`src/rtl/glyph_pkg.sv`:
```
package glyph_pkg;
  localparam int WORD_W = 32;
  localparam int IDX_W  = 6;

  localparam logic [WORD_W-1:0] CMD_CHAR = 32'h0000_0A21;

  localparam int IDX_CMD   = 0;
  localparam int IDX_POS_A = 13;
  localparam int IDX_POS_B = 14;
  localparam int IDX_FG    = 16;
  localparam int IDX_BG    = 29;

  localparam int X_LSB  = 19;
  localparam int Y_LSB  = 3;
  localparam int Y_BIAS = 63;

  localparam int GREY_MID_CODE = 7;
  localparam int GREY_MID      = 192;
  localparam int GREY_FULL     = 255;

  typedef enum logic [3:0] {
    ST_IDLE,
    ST_CMD,
    ST_POS_A,
    ST_POS_B,
    ST_FG,
    ST_BG,
    ST_LOAD,
    ST_PIX,
    ST_DONE
  } glyph_state_e;
endpackage

```
`src/rtl/glyph_pos_decode.sv`:
```
module glyph_pos_decode #(
  parameter int WORD_W = 32,
  parameter int X_W    = 11,
  parameter int Y_W    = 10,
  parameter int X_SIZE = 1280,
  parameter int Y_SIZE = 1024
) (
  input  logic [WORD_W-1:0] word_i,
  output logic [X_W-1:0]    x_o,
  output logic [Y_W-1:0]    y_o
);
  import glyph_pkg::*;

  logic [WORD_W-1:0] x_sh;
  logic [WORD_W-1:0] y_biased;
  logic [WORD_W-1:0] y_sh;
  logic [X_W-1:0]    x_raw;
  logic [Y_W-1:0]    y_raw;

  always_comb begin
    x_sh     = word_i >> X_LSB;
    y_biased = word_i - WORD_W'(Y_BIAS);
    y_sh     = y_biased >> Y_LSB;
    x_raw    = x_sh[X_W-1:0];
    y_raw    = y_sh[Y_W-1:0];
    x_o      = X_W'(int'(x_raw) % X_SIZE);
    y_o      = Y_W'(int'(y_raw) % Y_SIZE);
  end
endmodule

```
`src/rtl/glyph_colour_map.sv`:
```
module glyph_colour_map #(
  parameter int WORD_W = 32,
  parameter bit DEEP   = 1'b1,
  parameter int PIX_W  = DEEP ? 24 : 8
) (
  input  logic [WORD_W-1:0] word_i,
  output logic [PIX_W-1:0]  pix_o
);
  import glyph_pkg::*;

  generate
    if (DEEP) begin : g_grey
      logic [7:0] code;
      logic [7:0] level;
      always_comb begin
        code = word_i[23:16];
        if (code == 8'd0)                       level = 8'd0;
        else if (code == 8'(GREY_MID_CODE))     level = 8'(GREY_MID);
        else                                    level = 8'(GREY_FULL);
        pix_o = PIX_W'({3{level}});
      end
    end else begin : g_index
      always_comb pix_o = PIX_W'(word_i[7:0]);
    end
  endgenerate
endmodule

```
`src/rtl/glyph_row_seq.sv`:
```
module glyph_row_seq #(
  parameter int IDX_W      = 6,
  parameter int N_WORDS    = 11,
  parameter int SPLIT      = 8,
  parameter int FIRST_IDX  = 4,
  parameter int SECOND_IDX = 30,
  parameter int HALF_W     = 16,
  localparam int G_W       = $clog2(N_WORDS),
  localparam int C_W       = $clog2(HALF_W),
  localparam int N_W       = $clog2(HALF_W + 1),
  localparam int ROW_W     = G_W + 1
) (
  input  logic             clk_i,
  input  logic             rst_ni,
  input  logic             clr_i,
  input  logic             adv_i,
  input  logic [N_W-1:0]   width_i,
  output logic [IDX_W-1:0] word_idx_o,
  output logic [ROW_W-1:0] row_o,
  output logic [C_W-1:0]   col_o,
  output logic             hi_half_o,
  output logic             end_word_o,
  output logic             last_o
);
  logic [G_W-1:0] g_q;
  logic           h_q;
  logic [C_W-1:0] n_q;
  logic           end_half;

  assign end_half = (N_W'(n_q) + N_W'(1)) == width_i;

  always_ff @(posedge clk_i or negedge rst_ni) begin
    if (!rst_ni) begin
      g_q <= '0;
      h_q <= 1'b0;
      n_q <= '0;
    end else if (clr_i) begin
      g_q <= '0;
      h_q <= 1'b0;
      n_q <= '0;
    end else if (adv_i) begin
      if (end_half) begin
        n_q <= '0;
        if (h_q) begin
          h_q <= 1'b0;
          g_q <= g_q + G_W'(1);
        end else begin
          h_q <= 1'b1;
        end
      end else begin
        n_q <= n_q + C_W'(1);
      end
    end
  end

  // two discontiguous glyph word ranges
  always_comb begin
    if (int'(g_q) < SPLIT) word_idx_o = IDX_W'(FIRST_IDX + int'(g_q));
    else                   word_idx_o = IDX_W'(SECOND_IDX + int'(g_q) - SPLIT);
  end

  assign row_o      = {g_q, h_q};
  assign col_o      = n_q;
  assign hi_half_o  = h_q;
  assign end_word_o = end_half && h_q;
  assign last_o     = end_half && h_q && (g_q == G_W'(N_WORDS - 1));
endmodule

```
`src/rtl/glyph_dirty.sv`:
```
module glyph_dirty #(
  parameter int X_W = 11,
  parameter int Y_W = 11
) (
  input  logic           clk_i,
  input  logic           rst_ni,
  input  logic           span_we_i,
  input  logic [X_W-1:0] xa_i,
  input  logic [X_W-1:0] xb_i,
  input  logic           pt_we_i,
  input  logic [Y_W-1:0] py_i,
  output logic [X_W-1:0] x_lo_o,
  output logic [X_W-1:0] x_hi_o,
  output logic [Y_W-1:0] y_lo_o,
  output logic [Y_W-1:0] y_hi_o
);
  always_ff @(posedge clk_i or negedge rst_ni) begin
    if (!rst_ni) begin
      x_lo_o <= '1;
      x_hi_o <= '0;
      y_lo_o <= '1;
      y_hi_o <= '0;
    end else begin
      if (span_we_i) begin
        if (xa_i < x_lo_o) x_lo_o <= xa_i;
        if (xb_i > x_hi_o) x_hi_o <= xb_i;
      end
      if (pt_we_i) begin
        if (py_i < y_lo_o) y_lo_o <= py_i;
        if (py_i > y_hi_o) y_hi_o <= py_i;
      end
    end
  end
endmodule

```
`src/rtl/glyph_expand.sv`:
```
module glyph_expand #(
  parameter int  X_SIZE  = 1280,
  parameter int  Y_SIZE  = 1024,
  parameter int  X_W     = 11,
  parameter int  Y_W     = 10,
  parameter int  MAX_W   = 16,
  parameter int  N_WORDS = 11,
  parameter bit  DEEP    = 1'b1,
  localparam int PIX_W   = DEEP ? 24 : 8,
  localparam int PY_W    = Y_W + 1,
  localparam int N_W     = $clog2(MAX_W + 1),
  localparam int C_W     = $clog2(MAX_W),
  localparam int ROW_W   = $clog2(N_WORDS) + 1
) (
  input  logic                         clk_i,
  input  logic                         rst_ni,
  input  logic                         start_i,
  output logic [glyph_pkg::IDX_W-1:0]  pkt_idx_o,
  input  logic [glyph_pkg::WORD_W-1:0] pkt_word_i,
  output logic                         busy_o,
  output logic                         done_o,
  output logic                         pix_we_o,
  output logic [X_W-1:0]               pix_x_o,
  output logic [PY_W-1:0]              pix_y_o,
  output logic [PIX_W-1:0]             pix_data_o,
  output logic [X_W-1:0]               dirty_x_lo_o,
  output logic [X_W-1:0]               dirty_x_hi_o,
  output logic [PY_W-1:0]              dirty_y_lo_o,
  output logic [PY_W-1:0]              dirty_y_hi_o
);
  import glyph_pkg::*;

  glyph_state_e st_q;

  logic [X_W-1:0]    x1_q, x2_q;
  logic [Y_W-1:0]    y1_q;
  logic [PIX_W-1:0]  fg_q, bg_q;
  logic [WORD_W-1:0] gword_q;
  logic [N_W-1:0]    width_q;

  logic [X_W-1:0]    dec_x;
  logic [Y_W-1:0]    dec_y;
  logic [PIX_W-1:0]  cmap;
  logic [N_W-1:0]    width_c;
  logic [IDX_W-1:0]  seq_idx;
  logic [ROW_W-1:0]  seq_row;
  logic [C_W-1:0]    seq_col;
  logic              seq_hi, seq_end_word, seq_last;
  logic [MAX_W-1:0]  half_bits;

  glyph_pos_decode #(
    .WORD_W(WORD_W), .X_W(X_W), .Y_W(Y_W), .X_SIZE(X_SIZE), .Y_SIZE(Y_SIZE)
  ) i_pos (
    .word_i(pkt_word_i), .x_o(dec_x), .y_o(dec_y)
  );

  glyph_colour_map #(
    .WORD_W(WORD_W), .DEEP(DEEP), .PIX_W(PIX_W)
  ) i_cmap (
    .word_i(pkt_word_i), .pix_o(cmap)
  );

  glyph_row_seq #(
    .IDX_W(IDX_W), .N_WORDS(N_WORDS), .SPLIT(8), .FIRST_IDX(4),
    .SECOND_IDX(30), .HALF_W(MAX_W)
  ) i_seq (
    .clk_i(clk_i), .rst_ni(rst_ni),
    .clr_i(st_q == ST_BG), .adv_i(st_q == ST_PIX), .width_i(width_q),
    .word_idx_o(seq_idx), .row_o(seq_row), .col_o(seq_col),
    .hi_half_o(seq_hi), .end_word_o(seq_end_word), .last_o(seq_last)
  );

  // signed span, clamped to one glyph row
  always_comb begin
    logic signed [X_W+1:0] diff;
    diff = $signed({2'b00, x2_q}) - $signed({2'b00, x1_q});
    if (diff <= 0)                       width_c = '0;
    else if (diff > (X_W+2)'(MAX_W))     width_c = N_W'(MAX_W);
    else                                 width_c = N_W'(diff);
  end

  always_comb begin
    unique case (st_q)
      ST_CMD:   pkt_idx_o = IDX_W'(IDX_CMD);
      ST_POS_A: pkt_idx_o = IDX_W'(IDX_POS_A);
      ST_POS_B: pkt_idx_o = IDX_W'(IDX_POS_B);
      ST_FG:    pkt_idx_o = IDX_W'(IDX_FG);
      ST_BG:    pkt_idx_o = IDX_W'(IDX_BG);
      ST_LOAD:  pkt_idx_o = seq_idx;
      default:  pkt_idx_o = '0;
    endcase
  end

  always_ff @(posedge clk_i or negedge rst_ni) begin
    if (!rst_ni) begin
      st_q    <= ST_IDLE;
      x1_q    <= '0;
      x2_q    <= '0;
      y1_q    <= '0;
      fg_q    <= '0;
      bg_q    <= '0;
      gword_q <= '0;
      width_q <= '0;
    end else begin
      unique case (st_q)
        ST_IDLE:  if (start_i) st_q <= ST_CMD;
        ST_CMD:   st_q <= (pkt_word_i == CMD_CHAR) ? ST_POS_A : ST_DONE;
        ST_POS_A: begin
          x1_q <= dec_x;
          y1_q <= dec_y;
          st_q <= ST_POS_B;
        end
        ST_POS_B: begin
          x2_q <= dec_x;
          st_q <= ST_FG;
        end
        ST_FG: begin
          fg_q <= cmap;
          st_q <= ST_BG;
        end
        ST_BG: begin
          bg_q    <= cmap;
          width_q <= width_c;
          st_q    <= (width_c == '0) ? ST_DONE : ST_LOAD;
        end
        ST_LOAD: begin
          gword_q <= pkt_word_i;
          st_q    <= ST_PIX;
        end
        ST_PIX:   if (seq_end_word) st_q <= seq_last ? ST_DONE : ST_LOAD;
        ST_DONE:  st_q <= ST_IDLE;
        default:  st_q <= ST_IDLE;
      endcase
    end
  end

  assign half_bits  = seq_hi ? gword_q[2*MAX_W-1:MAX_W] : gword_q[MAX_W-1:0];
  assign busy_o     = (st_q != ST_IDLE);
  assign done_o     = (st_q == ST_DONE);
  assign pix_we_o   = (st_q == ST_PIX);
  assign pix_x_o    = x1_q + X_W'(seq_col);
  assign pix_y_o    = PY_W'(y1_q) + PY_W'(seq_row);
  assign pix_data_o = half_bits[seq_col] ? fg_q : bg_q;

  glyph_dirty #(
    .X_W(X_W), .Y_W(PY_W)
  ) i_dirty (
    .clk_i(clk_i), .rst_ni(rst_ni),
    .span_we_i((st_q == ST_BG) && (width_c != '0)),
    .xa_i(x1_q), .xb_i(x2_q),
    .pt_we_i(pix_we_o), .py_i(pix_y_o),
    .x_lo_o(dirty_x_lo_o), .x_hi_o(dirty_x_hi_o),
    .y_lo_o(dirty_y_lo_o), .y_hi_o(dirty_y_hi_o)
  );
endmodule

```
`config.mk`:
```
export PLATFORM = sky130hd
export DESIGN_NAME = glyph_expand
export DESIGN_NICKNAME = d
export VERILOG_FILES = /design/src/rtl/glyph_pkg.sv /design/src/rtl/glyph_pos_decode.sv /design/src/rtl/glyph_colour_map.sv /design/src/rtl/glyph_row_seq.sv /design/src/rtl/glyph_dirty.sv /design/src/rtl/glyph_expand.sv
export SDC_FILE = /design/constraint.sdc
export NUM_CORES = 1
export LEC_CHECK = 0
export BUFFER_PORTS_ARGS = -buffer_cell sky130_fd_sc_hd__buf_2
export CAP_MARGIN = 20
export CELL_PAD_IN_SITES_DETAIL_PLACEMENT = 0
export CELL_PAD_IN_SITES_GLOBAL_PLACEMENT = 1
export CORE_MARGIN = 10
export CORE_UTILIZATION = 25
export DETAILED_ROUTE_END_ITERATION = 8
export GPL_ROUTABILITY_DRIVEN = 0
export GPL_TIMING_DRIVEN = 0
export PLACE_DENSITY_LB_ADDON = 0.1
export SKIP_LAST_GASP = 1
export SYNTH_ARGS = -nofsm -noshare
export SYNTH_HDL_FRONTEND = slang
export SYNTH_SLANG_ARGS = --single-unit
export TNS_END_PERCENT = 5
```
`constraint.sdc`:
```
create_clock -name clk_i -period 9.1 [get_ports clk_i]
set_input_delay 0 -clock clk_i [delete_from_list [all_inputs] [get_ports clk_i]]
set_output_delay 0 -clock clk_i [all_outputs]
set_load 0.02 [all_outputs]
```
==> flow_metrics.tcl <==
set metrics [dict create \
    run_status "finished clean" \
    num-nets-final 1102 \
    finalSetupViolations 0 \
    critical_path_required_ns 9.45 \
    hold_class "in -> async" \
    synth-warning-count 0 \
    cts_made_buffers 17 \
    number_of_global_route_vias_before_repair 6962 \
    wl_mm 27.1 \
    clk_transition_reported_paths_ns 0.06 \
    worstSetupStartpointType "register" \
    tns_ns 0 \
    grt_overflow 0 \
    yosys.area.top_type_share 0.327 \
    post_drt_via_cell_ratio 4.43 \
    flow.area_growth_from_synthesis_pct 25.9 \
    power_density_nw_per_um2 264 \
    final-hold-violation-count 0 \
    worstSkewPairLatency_ns 0.43 \
    largest_net_degree_at_the_start_of_global_routing 80 \
    timing.final.crit_share 0.492 \
    achievable-frequency_mhz 224 \
    critPathMaxFanout 10 \
    skew_ns 0.00954 \
    maxCapViolCount 0 \
    die_width_um 202 \
    drc_errors 0 \
    dieArea_um2 40700 \
    post_cts_buffers 0 \
    design_area_um2 10400 \
    drtAntennaViolNets 0 \
    synthCells 810 \
    crit_type "reg -> reg" \
    hpwl_after_dpl_mm 21.2 \
    drt-pass1-iter-count 4 \
    avgSynthCellArea_um2 10.2 \
    timing.critical_path.to_type "register" \
    htree_num_levels 4 \
    timing.final.crit_period_ns 4.47 \
    final-max-slew-violation-count 0 \
    place.detailed.instances 1386 \
    most_common_cell_after_layout_fill_and_taps_aside "sky130_fd_sc_hd__buf_2" \
    cp.arrival_ns 4.82 \
    dpl-instance-area_um2 9520 \
    first_iter_violations 254 \
    synth-edff-count 0 \
    tritoncts_clock_tree "yes" \
    start_util 0.253 \
    async_reset_ff_frac 1.00 \
    r2r_cells 16 \
    floorplan.die.height_um 202 \
    clk_path_buf_depth 2 \
    routed-via-count 6433 \
    portBuffers 133 \
    synth-main-ff-cell "sky130_fd_sc_hd__dfrtp_1" \
    tritoncts_num_sinks 130 \
    synth.top_cells.by_area "sky130_fd_sc_hd__dfrtp_1 (33%), sky130_fd_sc_hd__ha_1 (10%), sky130_fd_sc_hd__mux2_2 (8.2%)" \
    mappedNetlistArea_um2 8270 \
    power_mw 2.75 \
    row_count 66 \
    cts.root.buffer_cell "sky130_fd_sc_hd__clkbuf_16" \
    coreArea_um2 32600 \
    stdcell_count 1451 \
    largest_area_contributor_in_the_netlist "sky130_fd_sc_hd__dfrtp_1" \
    postCtsHoldBufs 34 \
    synth_cell_type_count 70 \
    ioPinCount 134 \
    postLayoutCoreUtil 0.319 \
    vdd_ir_drop_max_uv 199 \
    grt_setup_unrepaired "no" \
    share_of_layout_cells_above_drive_strength_1 0.301 \
    synth.ff_latch_count 130 \
    timing.max_slew.rel_slack 0.403 \
    cts_repair_resize_count 0 \
    seq_area_frac_synth 0.397 \
    actual_transition_at_the_worst_max_transition_pin_ns 0.887 \
    avgRoutedWirePerCell_um 18.7 \
    leading_cell_types_in_the_layout_fill_and_taps_excluded "sky130_fd_sc_hd__buf_2 (135), sky130_fd_sc_hd__dfrtp_1 (108), sky130_fd_sc_hd__nand2_1 (78)" \
    grt_first_pass_wirelength_mm 42.3 \
    antenna_violations_before_repair 0 \
    diodes 0 \
    synth.net_count 915 \
    tot_gr_track_use 0.134 \
    static-leakage-power_nw 4.81 \
]
state kept, by name, summed over array words and instances, names as in the netlist:
register,count
i_seq.col_o,4
fg_q,2
width_q,5
bg_q,2
i_dirty.y_lo_o,11
x2_q,11
i_dirty.x_lo_o,11
st_q,4
i_dirty.y_hi_o,11
y1_q,10
i_seq.hi_half_o,1
x1_q,11
i_dirty.x_hi_o,11
i_seq.g_q,4
gword_q,32
power breakdown:
group / switching, mW / internal [mW]
Sequential: 0.0419 / 0.635
Combinational: 0.835 / 0.574
Clock: 0.265 / 0.395
cell usage after synthesis, drive strengths merged, types with 9 or more instances:
cell type	n
a21o	11
a21oi	27
buf	28
clkbuf	17
dfrtp	108
dfstp	22
ha	67
inv	75
mux2	70
mux2i	13
mux4	10
nand2	78
nand2b	14
nand3	15
nand4	10
nor2	38
nor2b	11
nor3	17
nor4	10
o21a	9
o21ai	50
xnor2	20
xor2	13
routing by layer:
layer	GRT usage	up-vias	part of all wire
met5	0	-	0
met4	0.0303	0	0.0091
met3	0.0312	13	0.040
met2	0.212	124	0.46
met1	0.182	3073	0.49
li1	-	3223	-
path summary, 6_finish.rpt:
kind                                      start           endpoint  slack (ns)
worst min register to register         bg_q[22]           bg_q[22]        0.48
worst min-delay path                     rst_ni  i_dirty.y_hi_o[8]        0.13
worst max-delay path            i_seq.hi_half_o  i_dirty.y_lo_o[3]        4.63
worst max register to register  i_seq.hi_half_o  i_dirty.y_lo_o[3]        4.63
max in group asynchronous                rst_ni            x2_q[1]        8.16
min in group clk_i               pkt_word_i[31]        gword_q[31]        0.39
final cells by class:
type	count	area (um2)
Fill cell	3451	22200
Multi-Input combinational cell	560	4440
Sequential cell	130	3280
Timing Repair Buffer	168	1040
Clock inverter	6	57.6
Clock buffer	25	485
Buffer	45	270
Tap cell	442	553
Inverter	75	282
critical path: stages (launching register included):
cell	delay, ns
sky130_fd_sc_hd__dfrtp_1	0.44
sky130_fd_sc_hd__ha_1	0.24
sky130_fd_sc_hd__fa_1	0.41
sky130_fd_sc_hd__a21o_1	0.18
sky130_fd_sc_hd__a21oi_1	0.24
sky130_fd_sc_hd__nor2b_1	0.07
sky130_fd_sc_hd__o21ai_0	0.36
sky130_fd_sc_hd__nor2_1	0.11
sky130_fd_sc_hd__xor2_1	0.41
sky130_fd_sc_hd__ha_1	0.31
sky130_fd_sc_hd__o21ai_0	0.08
sky130_fd_sc_hd__a21oi_1	0.11
sky130_fd_sc_hd__o31a_1	0.10
sky130_fd_sc_hd__a2111oi_0	0.30
sky130_fd_sc_hd__o21ai_0	0.27
sky130_fd_sc_hd__clkbuf_1	0.38
sky130_fd_sc_hd__mux2_2	0.37
kinds of logic (layout without fill, tap and decap cells):
logic type / count (synthesis) / count (layout) / share of synthesized area
simple gates: 215 / 215 / 0.127
mux: 93 / 93 / 0.143
fa+ha+maj: 70 / 70 / 0.109
flops: 130 / 130 / 0.397
compound gates: 148 / 148 / 0.120
xor+xnor: 34 / 34 / 0.0377
buf+inv: 120 / 319 / 0.0667
stage by stage:
step           hold WS [ns]  setup WS, ns
5_1_grt               0.163          4.12
6_report              0.128          4.63
4_1_cts               0.124          4.46
2_1_floorplan        -0.296          5.21
3_5_place_dp         0.0131          4.47
3_3_place_gp          0.272          4.42
(Power assumes the default switching activity.)
